## config.mk

```make
export PLATFORM = sky130hd
export DESIGN_NAME = prog_cmd_engine
export DESIGN_NICKNAME = d
export VERILOG_FILES = /design/src/rtl/pcmd_pkg.sv /design/src/rtl/pcmd_addr_reg.sv /design/src/rtl/pcmd_spi_seq.sv /design/src/rtl/pcmd_tx_slot.sv /design/src/rtl/prog_cmd_engine.sv
export SDC_FILE = /design/constraint.sdc
export NUM_CORES = 1
export LEC_CHECK = 0
export BUFFER_PORTS_ARGS = -buffer_cell sky130_fd_sc_hd__buf_2
export CAP_MARGIN = 20
export CORE_UTILIZATION = 55
export CTS_CLUSTER_DIAMETER = 50
export DETAILED_ROUTE_END_ITERATION = 6
export PLACE_DENSITY = 0.73
export SYNTH_ARGS = -nofsm -noshare
export SYNTH_HDL_FRONTEND = slang
export SYNTH_SLANG_ARGS = --single-unit
```

## constraint.sdc

```tcl
create_clock -name clk -period 3.2 [get_ports clk]
set_input_delay 0.64 -clock clk [delete_from_list [all_inputs] [get_ports clk]]
set_output_delay 0.64 -clock clk [all_outputs]
set_load 0.005 [all_outputs]
```

## src/rtl/pcmd_pkg.sv

```systemverilog
package pcmd_pkg;

  localparam int BYTE_W  = 8;
  localparam int FRAME_B = 4;
  localparam int ARG_MAX = 4;
  localparam int ARG_CW  = $clog2(ARG_MAX + 1);
  localparam int N_KNOWN = 17;
  localparam int N_PAGED = 5;

  localparam logic [7:0] CH_ESC = 8'h1B;
  localparam logic [7:0] CH_CR  = 8'h0D;
  localparam logic [7:0] CH_ERR = 8'h3F;
  localparam logic [7:0] CH_YES = 8'h59;
  localparam logic [7:0] CH_SER = 8'h53;

  localparam logic [7:0] KNOWN_CODES [N_KNOWN] = '{
    8'h13, 8'h20, 8'h28, 8'h30, 8'h34, 8'h38, 8'h41, 8'h42, 8'h48,
    8'h4C, 8'h55, 8'h56, 8'h60, 8'h64, 8'h65, 8'h68, 8'h6C};
  localparam logic [7:0] PAGED_CODES [N_PAGED] = '{
    8'h41, 8'h42, 8'h60, 8'h64, 8'h65};

  typedef enum logic [2:0] {
    ST_CMD, ST_ARG, ST_EXEC, ST_LAUNCH, ST_SPI, ST_POST, ST_DLY, ST_REPLY
  } state_t;

  typedef enum logic [4:0] {
    OP_NONE, OP_DEV, OP_AUTOINC, OP_PTYPE, OP_LED, OP_ADDR, OP_ENTER,
    OP_LEAVE, OP_RDPROG, OP_WRLO, OP_WRHI, OP_WRDATA, OP_RDDATA, OP_PAGE,
    OP_ERASE, OP_LOCK, OP_SIG, OP_UNI3, OP_UNI4
  } op_t;

  function automatic op_t decode_op(logic [7:0] b);
    case (b)
      8'h54: return OP_DEV;
      8'h61: return OP_AUTOINC;
      8'h70: return OP_PTYPE;
      8'h78, 8'h79: return OP_LED;
      8'h41: return OP_ADDR;
      8'h50: return OP_ENTER;
      8'h4C: return OP_LEAVE;
      8'h52: return OP_RDPROG;
      8'h63: return OP_WRLO;
      8'h43: return OP_WRHI;
      8'h44: return OP_WRDATA;
      8'h64: return OP_RDDATA;
      8'h6D: return OP_PAGE;
      8'h65: return OP_ERASE;
      8'h6C: return OP_LOCK;
      8'h73: return OP_SIG;
      8'h3A: return OP_UNI3;
      8'h2E: return OP_UNI4;
      default: return OP_NONE;
    endcase
  endfunction

  function automatic logic [ARG_CW-1:0] op_args(op_t o);
    case (o)
      OP_ADDR: return ARG_CW'(2);
      OP_DEV, OP_WRLO, OP_WRHI, OP_WRDATA, OP_LOCK: return ARG_CW'(1);
      OP_UNI3: return ARG_CW'(3);
      OP_UNI4: return ARG_CW'(4);
      default: return ARG_CW'(0);
    endcase
  endfunction

  function automatic logic op_needs_dev(op_t o);
    return !(o inside {OP_NONE, OP_DEV, OP_AUTOINC, OP_PTYPE, OP_LED});
  endfunction

  function automatic logic code_known(logic [7:0] c);
    logic hit = 1'b0;
    for (int i = 0; i < N_KNOWN; i++) hit |= (c == KNOWN_CODES[i]);
    return hit;
  endfunction

  function automatic logic code_paged(logic [7:0] c);
    logic hit = 1'b0;
    for (int i = 0; i < N_PAGED; i++) hit |= (c == PAGED_CODES[i]);
    return hit;
  endfunction

  // Four-byte instruction, first byte on the transmit side in the top byte.
  function automatic logic [FRAME_B*BYTE_W-1:0] build_frame(
      op_t o, logic [1:0] step, logic [7:0] ah, logic [7:0] al,
      logic [7:0] a0, logic [7:0] a1, logic [7:0] a2, logic [7:0] a3);
    case (o)
      OP_ENTER:  return {8'hAC, 8'h53, 8'h00, 8'h00};
      OP_RDPROG: return {(step == 2'd0) ? 8'h28 : 8'h20, ah, al, 8'h00};
      OP_WRLO:   return {8'h40, ah, al, a0};
      OP_WRHI:   return {8'h48, ah, al, a0};
      OP_WRDATA: return {8'hC0, ah, al, a0};
      OP_RDDATA: return {8'hA0, ah, al, 8'h00};
      OP_PAGE:   return {8'h4C, ah, al, 8'h00};
      OP_ERASE:  return {8'hAC, 8'h80, 8'h04, 8'h00};
      OP_LOCK:   return {8'hAC, (a0 & 8'h06) | 8'hE0, 8'h00, 8'h00};
      OP_SIG:    return {8'h30, 8'h00, 8'h02 - {6'd0, step}, 8'h00};
      OP_UNI3, OP_UNI4: return {a0, a1, a2, a3};
      default:   return '0;
    endcase
  endfunction

endpackage

```

## src/rtl/pcmd_addr_reg.sv

```systemverilog
module pcmd_addr_reg #(
  parameter int ADDR_W = 16
) (
  input  logic              clk,
  input  logic              rst_n,
  input  logic              load,
  input  logic [ADDR_W-1:0] load_val,
  input  logic              inc,
  output logic [ADDR_W-1:0] addr
);
  always_ff @(posedge clk) begin
    if (!rst_n)    addr <= '0;
    else if (load) addr <= load_val;
    else if (inc)  addr <= addr + ADDR_W'(1);
  end
endmodule

```

## src/rtl/pcmd_spi_seq.sv

```systemverilog
module pcmd_spi_seq #(
  parameter int NB = 4,
  parameter int BW = 8
) (
  input  logic           clk,
  input  logic           rst_n,
  input  logic           start,
  input  logic [NB*BW-1:0] frame,
  output logic           done,
  output logic [BW-1:0]  last_rd,
  output logic           req_valid,
  output logic [BW-1:0]  req_byte,
  input  logic           req_ready,
  input  logic           rsp_valid,
  input  logic [BW-1:0]  rsp_byte,
  output logic           rsp_ready
);
  localparam int IW = (NB > 1) ? $clog2(NB) : 1;

  logic              active;
  logic              awaiting;
  logic [IW-1:0]     idx;
  logic [NB*BW-1:0]  shreg;

  assign req_valid = active && !awaiting;
  assign rsp_ready = active && awaiting;
  assign req_byte  = shreg[NB*BW-1 -: BW];

  always_ff @(posedge clk) begin
    if (!rst_n) begin
      active   <= 1'b0;
      awaiting <= 1'b0;
      idx      <= '0;
      shreg    <= '0;
      done     <= 1'b0;
      last_rd  <= '0;
    end else begin
      done <= 1'b0;
      if (start && !active) begin
        active   <= 1'b1;
        awaiting <= 1'b0;
        idx      <= '0;
        shreg    <= frame;
      end else if (req_valid && req_ready) begin
        awaiting <= 1'b1;
      end else if (rsp_valid && rsp_ready) begin
        awaiting <= 1'b0;
        shreg    <= shreg << BW;
        if (idx == IW'(NB - 1)) begin
          active  <= 1'b0;
          done    <= 1'b1;
          last_rd <= rsp_byte;
        end else begin
          idx <= idx + IW'(1);
        end
      end
    end
  end
endmodule

```

## src/rtl/pcmd_tx_slot.sv

```systemverilog
module pcmd_tx_slot #(
  parameter int BW = 8
) (
  input  logic          clk,
  input  logic          rst_n,
  input  logic          push,
  input  logic [BW-1:0] din,
  output logic          full,
  output logic          tx_valid,
  output logic [BW-1:0] tx_data,
  input  logic          tx_ready
);
  assign tx_valid = full;

  always_ff @(posedge clk) begin
    if (!rst_n) begin
      full    <= 1'b0;
      tx_data <= '0;
    end else if (push && !full) begin
      full    <= 1'b1;
      tx_data <= din;
    end else if (full && tx_ready) begin
      full <= 1'b0;
    end
  end
endmodule

```

## src/rtl/prog_cmd_engine.sv

```systemverilog
module prog_cmd_engine
  import pcmd_pkg::*;
#(
  parameter int ADDR_W = 16
) (
  input  logic       clk,
  input  logic       rst_n,
  input  logic       rx_valid,
  input  logic [7:0] rx_data,
  output logic       rx_ready,
  output logic       tx_valid,
  output logic [7:0] tx_data,
  input  logic       tx_ready,
  output logic       spi_req_valid,
  output logic [7:0] spi_req_byte,
  input  logic       spi_req_ready,
  input  logic       spi_rsp_valid,
  input  logic [7:0] spi_rsp_byte,
  output logic       spi_rsp_ready,
  output logic       wait_req,
  input  logic       wait_done,
  output logic       pins_en,
  output logic       tgt_reset
);
  localparam int HI_LSB = ADDR_W - BYTE_W;

  state_t            state;
  op_t               op;
  logic [7:0]        args [ARG_MAX];
  logic [ARG_CW-1:0] arg_cnt, arg_need;
  logic [7:0]        dev_code;
  logic [1:0]        step;
  logic [7:0]        reply;

  logic [ADDR_W-1:0] addr;
  logic              addr_load, addr_inc;
  logic              seq_start, seq_done;
  logic [7:0]        seq_rd;
  logic [FRAME_B*BYTE_W-1:0] frame;
  logic              tx_push, tx_full;
  logic [7:0]        tx_din;
  logic              rx_fire, exec_ok, post_push, post_go, dev_paged;

  assign rx_ready  = (state == ST_CMD) || (state == ST_ARG);
  assign rx_fire   = rx_valid && rx_ready;
  assign wait_req  = (state == ST_DLY);
  assign seq_start = (state == ST_LAUNCH);
  assign exec_ok   = (op != OP_NONE) && (!op_needs_dev(op) || code_known(dev_code));
  assign dev_paged = code_paged(dev_code);
  assign post_push = op inside {OP_RDPROG, OP_RDDATA, OP_SIG, OP_UNI3, OP_UNI4};
  assign post_go   = !(post_push && tx_full);
  assign addr_load = (state == ST_EXEC) && exec_ok && (op == OP_ADDR);
  assign addr_inc  = (state == ST_POST) && post_go &&
                     ((op inside {OP_WRHI, OP_WRDATA, OP_RDDATA}) ||
                      (op == OP_RDPROG && step == 2'd1));
  assign tx_push   = !tx_full && ((state == ST_REPLY) || (state == ST_POST && post_push));
  assign tx_din    = (state == ST_REPLY) ? reply : seq_rd;
  assign frame     = build_frame(op, step, addr[ADDR_W-1 -: BYTE_W], addr[BYTE_W-1:0],
                                 args[0], args[1], args[2], args[3]);

  pcmd_addr_reg #(.ADDR_W(ADDR_W)) u_addr (
    .clk(clk), .rst_n(rst_n), .load(addr_load),
    .load_val(ADDR_W'({args[0], args[1]})), .inc(addr_inc), .addr(addr)
  );

  pcmd_spi_seq #(.NB(FRAME_B), .BW(BYTE_W)) u_seq (
    .clk(clk), .rst_n(rst_n), .start(seq_start), .frame(frame),
    .done(seq_done), .last_rd(seq_rd),
    .req_valid(spi_req_valid), .req_byte(spi_req_byte), .req_ready(spi_req_ready),
    .rsp_valid(spi_rsp_valid), .rsp_byte(spi_rsp_byte), .rsp_ready(spi_rsp_ready)
  );

  pcmd_tx_slot #(.BW(BYTE_W)) u_tx (
    .clk(clk), .rst_n(rst_n), .push(tx_push), .din(tx_din), .full(tx_full),
    .tx_valid(tx_valid), .tx_data(tx_data), .tx_ready(tx_ready)
  );

  always_ff @(posedge clk) begin
    if (!rst_n) begin
      state     <= ST_CMD;
      op        <= OP_NONE;
      arg_cnt   <= '0;
      arg_need  <= '0;
      dev_code  <= '0;
      step      <= '0;
      reply     <= CH_CR;
      pins_en   <= 1'b0;
      tgt_reset <= 1'b1;
      for (int i = 0; i < ARG_MAX; i++) args[i] <= '0;
    end else begin
      case (state)
        ST_CMD: if (rx_fire && rx_data != CH_ESC) begin
          op       <= decode_op(rx_data);
          arg_need <= op_args(decode_op(rx_data));
          arg_cnt  <= '0;
          step     <= '0;
          for (int i = 0; i < ARG_MAX; i++) args[i] <= '0;
          state    <= (op_args(decode_op(rx_data)) == '0) ? ST_EXEC : ST_ARG;
        end
        ST_ARG: if (rx_fire) begin
          for (int i = 0; i < ARG_MAX; i++)
            if (arg_cnt == ARG_CW'(i)) args[i] <= rx_data;
          arg_cnt <= arg_cnt + ARG_CW'(1);
          if (arg_cnt + ARG_CW'(1) == arg_need) state <= ST_EXEC;
        end
        ST_EXEC: begin
          reply <= CH_CR;
          state <= ST_REPLY;
          if (!exec_ok) begin
            reply <= CH_ERR;
          end else begin
            case (op)
              OP_DEV:     dev_code <= args[0];
              OP_AUTOINC: reply <= CH_YES;
              OP_PTYPE:   reply <= CH_SER;
              OP_LED, OP_ADDR: ;
              OP_LEAVE: begin
                pins_en   <= 1'b0;
                tgt_reset <= 1'b1;
              end
              OP_ENTER: begin
                pins_en   <= 1'b1;
                tgt_reset <= 1'b0;
                state     <= ST_LAUNCH;
              end
              default: state <= ST_LAUNCH;
            endcase
          end
        end
        ST_LAUNCH: state <= ST_SPI;
        ST_SPI: if (seq_done) state <= ST_POST;
        ST_POST: if (post_go) begin
          reply <= CH_CR;
          case (op)
            OP_RDPROG: if (step == 2'd0) begin
              step  <= 2'd1;
              state <= ST_LAUNCH;
            end else state <= ST_CMD;
            OP_SIG: if (step != 2'd2) begin
              step  <= step + 2'd1;
              state <= ST_LAUNCH;
            end else state <= ST_CMD;
            OP_RDDATA: state <= ST_CMD;
            OP_WRLO, OP_WRHI: state <= dev_paged ? ST_REPLY : ST_DLY;
            OP_ENTER: state <= ST_REPLY;
            default: state <= ST_DLY;
          endcase
        end
        ST_DLY: if (wait_done) state <= ST_REPLY;
        ST_REPLY: if (!tx_full) state <= ST_CMD;
        default: state <= ST_CMD;
      endcase
    end
  end
endmodule

```

Yosys cells after proc, flatten, opt, wreduce, memory -nomap -nowiden
Memory sizes are Yosys's and may differ from the RTL's. A register that Yosys moved wholly into a read port is not among the register bits.
Cells that the tools add are included.

word-level totals
  output and inout port bits = 23
  memories kept = 3
  word-level logic and storage cells = 287
  memory bits (read-only) = 192
  register bits after elaboration = 101
  memory bits (writable) = 32

memories
  memory            depth  width  read ports  clocked after Yosys merged registers in  write ports  RTL line               source
  (name not given)  32     3      1           1                                        0            pcmd_pkg.sv:57         case (o)
  (name not given)  32     3      1           0                                        0            pcmd_pkg.sv:57
  args              4      8      4           0                                        4            prog_cmd_engine.sv:29  logic [7:0] args [ARG_MAX];

operators by class
  $add $sub $neg = 5
  mux-type cells = 87
  reduce and logical (&&, ||, !) cells = 62
  equal/unequal tests = 80
  bitwise operators = 33

operator list
  kind                                                  number
  one-hot mux 32 bit (11 select lines)                  1
  equality test 8 x 7 -> 1 bit (second input constant)  28
  2-to-1 mux 32 bit                                     3
  one-hot mux 5 bit (18 select lines)                   1
  2-to-1 mux 8 bit                                      10
  equality test 8 x 6 -> 1 bit (second input constant)  7
  2-to-1 mux 3 bit                                      14
  equality test 5 x 4 -> 1 bit (second input constant)  8
  2-to-1 mux 1 bit                                      35
  2-to-1 mux 16 bit                                     2
  OR 1 bit                                              28
  one-hot mux 3 bit (8 select lines)                    1
  equality test 5 x 3 -> 1 bit (second input constant)  4
  logical AND 1 bit                                     18
  nonzero test 2 bit                                    9
  adder 16 x 1 -> 16 bit (second input constant)        1
  one-hot mux 8 bit (2 select lines)                    1
  equality test 5 bit (second input constant)           3
  2-to-1 mux 5 bit                                      3
  one-hot mux 3 bit (5 select lines)                    1
  AND reduction 3 bit                                   5
  nonzero test 5 bit                                    3
  2-to-1 mux 2 bit                                      7
  one-hot mux 7 bit (2 select lines)                    1
  other kinds (36)                                      73

Depth between registers and ports, before layout
Gate-level depths: netlist of run 1.

  depth after elaboration = 22
  gate-level depth with buffers = 9
  depth with buffers taken out = 8

By module
Synthesis of run 1 repeated with hierarchy kept, for this count alone.

unflattened totals
  cell total of the unflattened synthesis = 895
  area, all modules = 7584.8 um^2

modules (own cells, without submodules)
  module           area each (um^2)  times used  cells an instance
  prog_cmd_engine  4351.7            1           517
  pcmd_spi_seq     1926.8            1           239
  pcmd_addr_reg    919.6             1           99
  pcmd_tx_slot     386.6             1           40

Worst setup path after synthesis of run 1
No wires, ideal clock.

  path type = input to register
  from = input rx_data[0]
  to = memory args[3][0] (enable)
  path slack = 783 ps
  library setup time = 294 ps
  arrival = 2123 ps
  stages on the path = 6
  cells stage by stage = clkbuf_1 nor2b_1 a31oi_1 and3_1 clkbuf_1 or3_1

RTL lines
  what         RTL line               source
  from (decl)  prog_cmd_engine.sv:9   input logic [7:0] rx_data,
  to (decl)    prog_cmd_engine.sv:29

Worst setup path in the final report of run 1
  from = register op[3]
  to = register u_addr.addr[9]

on the way
  cells in the longest elaborated chain, start to end = 7
  elaborated cells on any way between the ends = 29

ends and longest elaborated chain
  what                                                     RTL line                                      source
  from (decl)                                              prog_cmd_engine.sv:28                         op_t op;
  from (signal assigned)                                   prog_cmd_engine.sv:93                         op <= decode_op(rx_data);
  equality test 5 x 1 -> 1 bit (tied with other cells)     pcmd_pkg.sv:67                                return !(o inside {OP_NONE, OP_DEV, OP_AUTOINC, OP_PTYPE, OP_LED});
  nonzero test 5 bit (on tied branches)                    pcmd_pkg.sv:67, prog_cmd_engine.sv:50
  logical OR 1 bit or logical AND 1 bit (tied branches)    prog_cmd_engine.sv:48, prog_cmd_engine.sv:51
  logical AND 1 bit or logical NOT 1 bit (tied branches)   prog_cmd_engine.sv:48, prog_cmd_engine.sv:51
  logical AND 1 bit (on tied branches) (2 in a row)        prog_cmd_engine.sv:52, prog_cmd_engine.sv:53
  2-to-1 mux 16 bit or nonzero test 2 bit (tied branches)  -
  to (signal assigned)                                     pcmd_addr_reg.sv:13                           else if (load) addr <= load_val;
  to (signal assigned)                                     pcmd_addr_reg.sv:14                           else if (inc) addr <= addr + ADDR_W'(1);
  to (decl)                                                pcmd_addr_reg.sv:9                            output logic [ADDR_W-1:0] addr

Parallel ways exist; a longest one is shown, timed or not.
A chain may end at the register's enable or synchronous reset.

==> metrics.yaml, run 1 <==
synthToLayoutAreaGrowth_pct: 11.5
portBuffers: 45
cp-start-kind: "flip-flop"
synth-main-ff-cell: "dfxtp_1"
cts_setup_buffers: 0
antenna_found_initial: 0
clkSlewWorstSetupHoldPaths_ps: 60
rows: 41
root_buffer: "clkbuf_16"
synth_cells: 874
cts_resized: 0
fmax_mhz: 366
syn_avg_cell_area_um2: 8.36
synth.cell_area_mm2: 0.00731
io_pins: 46
clk_latency_ps: 430
rsz0062_at_grt: "no"
ys_top_cells_by_area: "dfxtp_1 30%, edfxtp_1 9.9%, nand2_1 4.9%"
wl_per_cell_um: 19.5
ant_nets: 0
synthesis.nets: 908
endpoint_kind: "flip-flop"
die-area_mm2: 0.0138
coreArea_mm2: 0.0128
numClockSinks: 134
cts_buffers: 17
status: "complete, no violations"
grt_overflow_total: 0
ys_ff_latch: 134
hold_viol: 0
async_reset_ff_frac: 0
tightest_slew_ps: 846
synth_edf_count: 24
drive_gt1_frac: 0.128
drc: 0
relSlewSlack: 0.434
clock_path_buffers: 2
grt_max_degree: 62
holdBufCountCts: 0
synth_top_area_frac: 0.301
cts_tree: "built"
finalCritPeriodShare: 0.854
path_class: "reg2reg"
fin_area_mm2: 0.00815
gp_congestion: 0.994
required_ps: 3500
hold_class: "in2reg"
p_per_area_mw_per_mm2: 632
leakagePower_nw: 3.13
first_global_vias: 6268
setup_viol: 0
initial_utilization: 0.572
fp.dieW_um: 117
reg2reg_depth: 5
avgViaCountPerCell: 6.46
max_cap_viol_count: 0
layout_common_cells: "110 x dfxtp_1, 95 x nand2_1, 62 x a21oi_1, 58 x nor2_1, 55 x o21ai_0"
antennaDiodeCount: 0
h-tree-depth: 4
drtIter0Drc: 802
crit_fanout: 20
clock_skew_ps: 8.15
die_y_um: 117
ys_seq_area_frac: 0.400
vias: 6904
peakVddDrop_v: 0.000484
drtPass1Iterations: 5
fin_setup_tns_ps: 0
layout.nets: 919
synth_top_cell_by_area: "dfxtp_1"
wl_um: 20900
synth-warning-count: 0
arrival_ps: 3030
grt_usage: 0.319
grt_first_pass_wirelength_um: 32900
place_area_mm2: 0.00758
drv_slew: 0
synth_cell_type_count: 79
finalCriticalPeriod_ps: 2730
n_fill_cell: 1099
final_common_cell: "dfxtp_1"
finalPower_mw: 5.15
min_path_cells: 3
place_hpwl_um: 14800
-- metrics by stage --
stage               worst slack, ps   util  hold slack (ps)  cells
CTS                             545  0.638              439   1069
detailed placement              472  0.593              448   1038
floorplan                       783      -              431    874
global placement                528  0.593              440   1038
finish                          469  0.638              446   1069
global route                    287  0.638              446   1069
-- flip-flops by register name, indices dropped and copies added (netlist names), 5 cells and up --
register and flops:
args 32, u_seq.shreg 32, u_addr.addr 16, dev_code 8, u_seq.last_rd 8, u_tx.tx_data 8
reply 6, op 5
-- power breakdown --
| part | total [mW] | switching [mW] | internal [mW] |
|---|---|---|---|
| sequential | 2.19 | 0.255 | 1.93 |
| clock | 1.90 | 0.712 | 1.18 |
| combinational | 1.07 | 0.694 | 0.373 |
| total | 5.15 | 1.66 | 3.49 |
-- cells by family after synthesis --
group / after synthesis / share of synthesized area
AO/OA/AOI/OAI: 265 / 0.246
XOR/XNOR: 9 / 0.0108
adder cells (fa/ha/maj): 11 / 0.0188
buffers and inverters: 90 / 0.0539
flip-flops: 134 / 0.400
multiplexers: 12 / 0.0171
AND/OR/NAND/NOR: 353 / 0.254
-- path summary, 6_finish.rpt --
kind                    startpoint               end  slack, ps
setup / recovery             op[3]    u_addr.addr[9]        470
setup reg to reg             op[3]    u_addr.addr[9]        470
hold reg to reg   u_seq.last_rd[1]  u_seq.last_rd[1]        450
hold / removal     spi_rsp_byte[1]  u_seq.last_rd[1]        450
-- critical path: stages, from the launching register on --
cell and delay [ps]:
dfxtp_1 730, nand2b_1 310, a211oi_1 340, o211a_1 620
nor3_1 120, or4_1 470
-- synthesized netlist by cell type, drive strengths merged (13+ instances only) --
master  number
dfxtp      110
nand2       95
o21ai       63
a21oi       62
nor2        59
clkbuf      47
nand3       46
and3        31
buf         28
edfxtp      24
nor3        23
and2        17
inv         15
a31oi       14
nor2b       14
a211oi      13
a22oi       13
o211ai      13
-- layer usage --
layer / GRT usage / wire length [um]
met5: 0 / 0
met4: 0.146 / 700
met3: 0.0922 / 1740
met2: 0.491 / 9570
met1: 0.415 / 8860
-- area by class of cell --
type | count | area [um^2] | share of cell area
clock inverter | 9 | 105 | 0.0129
inverter | 15 | 56.3 | 0.00691
timing repair buffer | 67 | 390 | 0.0479
multi-input combinational | 650 | 3990 | 0.490
tap | 172 | 215 | 0.0264
clock buffer | 22 | 468 | 0.0574
sequential | 134 | 2920 | 0.359
Note: power is estimated with default switching activity, not from simulation.
==> inputs of run 2 (changes only) <==
--- a/config.mk
+++ b/config.mk
@@ -7,9 +7,11 @@
 export LEC_CHECK = 0
 export BUFFER_PORTS_ARGS = -buffer_cell sky130_fd_sc_hd__buf_2
 export CAP_MARGIN = 20
+export CORE_ASPECT_RATIO = 2
 export CORE_UTILIZATION = 55
 export CTS_CLUSTER_DIAMETER = 50
 export DETAILED_ROUTE_END_ITERATION = 6
+export MAX_ROUTING_LAYER = met4
 export PLACE_DENSITY = 0.73
 export SYNTH_ARGS = -nofsm -noshare
 export SYNTH_HDL_FRONTEND = slang
==> run 2 against run 1 <==
  * Clock power rose by 7%
  * Combinational power barely moved
  * First-iteration DRC count fell by 12%
  * Wire length rose by 5.5%
  * Clock skew rose by 5.6 ps
  * Critical path depth rose by 2
  * Non-clock buffer count rose by 4
  * Total power rose by 3.2%
  * Global-route usage rose by 1.2 points
  * Die area rose by 0.21%
  * Sequential power barely moved
  * Critical endpoint is now u_addr.addr[0]
  * Largest power group unchanged
==> metrics.yaml, run 2 (synthesized netlist as in run 1, its figures left out) <==
leakagePower_nw: 3.18  # was 3.13 nW
dp.cells: 1022  # was 1038
cts_tree: "built"  # unchanged
first_global_vias: 6612  # was 6268
crit_buf_inv: 2  # was 0
avgViaCountPerCell: 6.64  # was 6.46
critPathTopFamily: "simple AND/OR/NAND/NOR gates"  # was compound AO/OA/AOI/OAI gates
fin_setup_tns_ps: 0  # unchanged
rsz0062_at_grt: "no"  # unchanged
required_ps: 3520  # was 3500 ps
grt_usage: 0.331  # was 0.319
fp.dieW_um: 83.5  # was 117 um
arrival_ps: 3000  # was 3030 ps
top_regs: "args (32), u_seq.shreg (32), u_addr.addr (16)"  # unchanged
cp-start-kind: "flip-flop"  # unchanged
clk_latency_ps: 430  # about the same
finalCritPeriodShare: 0.837  # was 0.854
path_class: "reg2reg"  # unchanged
gp_congestion: 0.979  # was 0.994
root_buffer: "clkbuf_16"  # unchanged
internal-power_mw: 3.49  # about the same
endpoint_kind: "flip-flop"  # unchanged
wl_per_cell_um: 20.9  # was 19.5 um
p_clk_frac: 0.384  # was 0.368
cts_setup_buffers: 0  # unchanged
drv_slew: 0  # unchanged
fmax_mhz: 374  # was 366 MHz
hold_class: "in2reg"  # unchanged
drtPass1Iterations: 6  # was 5
antennaDiodeCount: 0  # unchanged
path_cells: "inv_2 -> nand3b_1 -> nor4_2 -> a21boi_4 -> buf_4 -> nor3_1 -> a2111oi_0"  # was nand2b_1 -> a211oi_1 -> o211a_1 -> nor3_1 -> or4_1
rows: 59  # was 41
cpPeakStageDelay_ps: 580  # was 730 ps
peakVddDrop_v: 0.000721  # was 0.000484 V
cts_resized: 0  # unchanged
drive_gt1_frac: 0.135  # was 0.128
h-tree-depth: 4  # unchanged
io_pins: 46  # unchanged
ant_nets: 0  # unchanged
clkSlewWorstSetupHoldPaths_ps: 70  # was 60 ps
vias: 7001  # was 6904
power_frac_comb: 0.207  # about the same
reg2reg_setup_slack_ps: 520  # was 470 ps
clock_skew_ps: 13.7  # was 8.15 ps
place_hpwl_um: 16200  # was 14800 um
initial_utilization: 0.562  # was 0.572
drc: 0  # unchanged
grt_overflow_total: 0  # unchanged
coreArea_mm2: 0.0130  # was 0.0128 mm^2
finalPower_mw: 5.32  # was 5.15 mW
max_cap_viol_count: 0  # unchanged
crit_path_top_delay_cell: "nor4_2"  # was dfxtp_1
tightest_slew_ps: 898  # was 846 ps
synthToLayoutAreaGrowth_pct: 12.2  # was 11.5%
setup_viol: 0  # unchanged
cts_buffers: 17  # unchanged
relSlewSlack: 0.396  # was 0.434
instances_no_fill: 1054  # was 1069
p_sw_frac: 0.344  # was 0.322
numClockSinks: 134  # unchanged
drtIter0Drc: 706  # was 802
fin_util: 0.631  # was 0.638
layout.nets: 923  # was 919
grt_max_degree: 43  # was 62
crit_fanout: 16  # was 20
place_area_mm2: 0.00758  # about the same
clock_path_buffers: 2  # unchanged
seq_power_share: 0.410  # was 0.425
grt_first_pass_wirelength_um: 34500  # was 32900 um
portBuffers: 45  # unchanged
finalCriticalPeriod_ps: 2680  # was 2730 ps
netSwitchingPower_mw: 1.83  # was 1.66 mW
hold_viol: 0  # unchanged
holdBufCountCts: 0  # unchanged
die-area_mm2: 0.0138  # about the same
status: "complete, no violations"  # unchanged
wl_um: 22000  # was 20900 um
antenna_found_initial: 0  # unchanged
fin_area_mm2: 0.00820  # was 0.00815 mm^2
final_common_cell: "dfxtp_1"  # unchanged
layout_common_cells: "110 x dfxtp_1, 95 x nand2_1, 62 x a21oi_1, 58 x nor2_1, 55 x o21ai_0"  # unchanged
die_y_um: 165  # was 117 um
p_per_area_mw_per_mm2: 648  # was 632 mW/mm^2
[run 2: changes by cell type in the layout (fill, tap and decap cells not counted), sizes merged]
cell,change
inv,+10
clkbuf,-4
bufinv,-1
buf,+4
clkinvlp,-3
clkinv,-1
[run 2: tightest hold or removal path: cells and delay by family]
family,cells,cell delay (ps)
AOI/OAI and AO/OA,1,50
and+or+nand+nor,1,40
buffers and inverters,1,100
[run 2: cell type report]
type | instances | area [um^2]
Clock buffer | 18 | 450
Clock inverter | 14 | 168
Fill cell | 1119 | 4790
Inverter | 15 | 56.3
Multi-Input combinational cell | 650 | 3990
Sequential cell | 134 | 2920
Tap cell | 152 | 190
Timing Repair Buffer | 71 | 420
[run 2: power groups by stage]
| stage | clock network, mW | logic [mW] | registers [mW] |
|---|---|---|---|
| 3_5_place_dp | 0 | 1.07 | 2.20 |
| 2_1_floorplan | 0 | 0.846 | 2.05 |
| 4_1_cts | 2.06 | 1.08 | 2.16 |
| 5_1_grt | 2.13 | 1.20 | 2.19 |
| 6_report | 2.04 | 1.10 | 2.18 |
| 3_3_place_gp | 0 | 1.05 | 2.19 |
[run 2: path summary, 6_finish.rpt]
check / cells past startpoint / endpoint / from
max reg2reg: 7 / u_addr.addr[0] / state[0]
min: 3 / u_seq.last_rd[0] / spi_rsp_byte[0]
min reg2reg: 2 / reply[5] / reply[5]
max: 7 / u_addr.addr[0] / state[0]
[run 2: metal layers]
| layer | vias to the layer above | track usage | routed length [um] |
|---|---|---|---|
| met5 | - | - | 0 |
| met4 | 0 | 0.190 | 1220 |
| met3 | 84 | 0.0540 | 1170 |
| met2 | 307 | 0.591 | 11600 |
| met1 | 3335 | 0.345 | 8050 |
| li1 | 3275 | - | - |
[run 2: metrics by stage]
step | hold slack, ps | setup slack, ps
2_1_floorplan | 431 | 783
3_3_place_gp | 444 | 531
3_5_place_dp | 451 | 478
4_1_cts | 453 | 570
5_1_grt | 477 | 404
6_report | 456 | 523
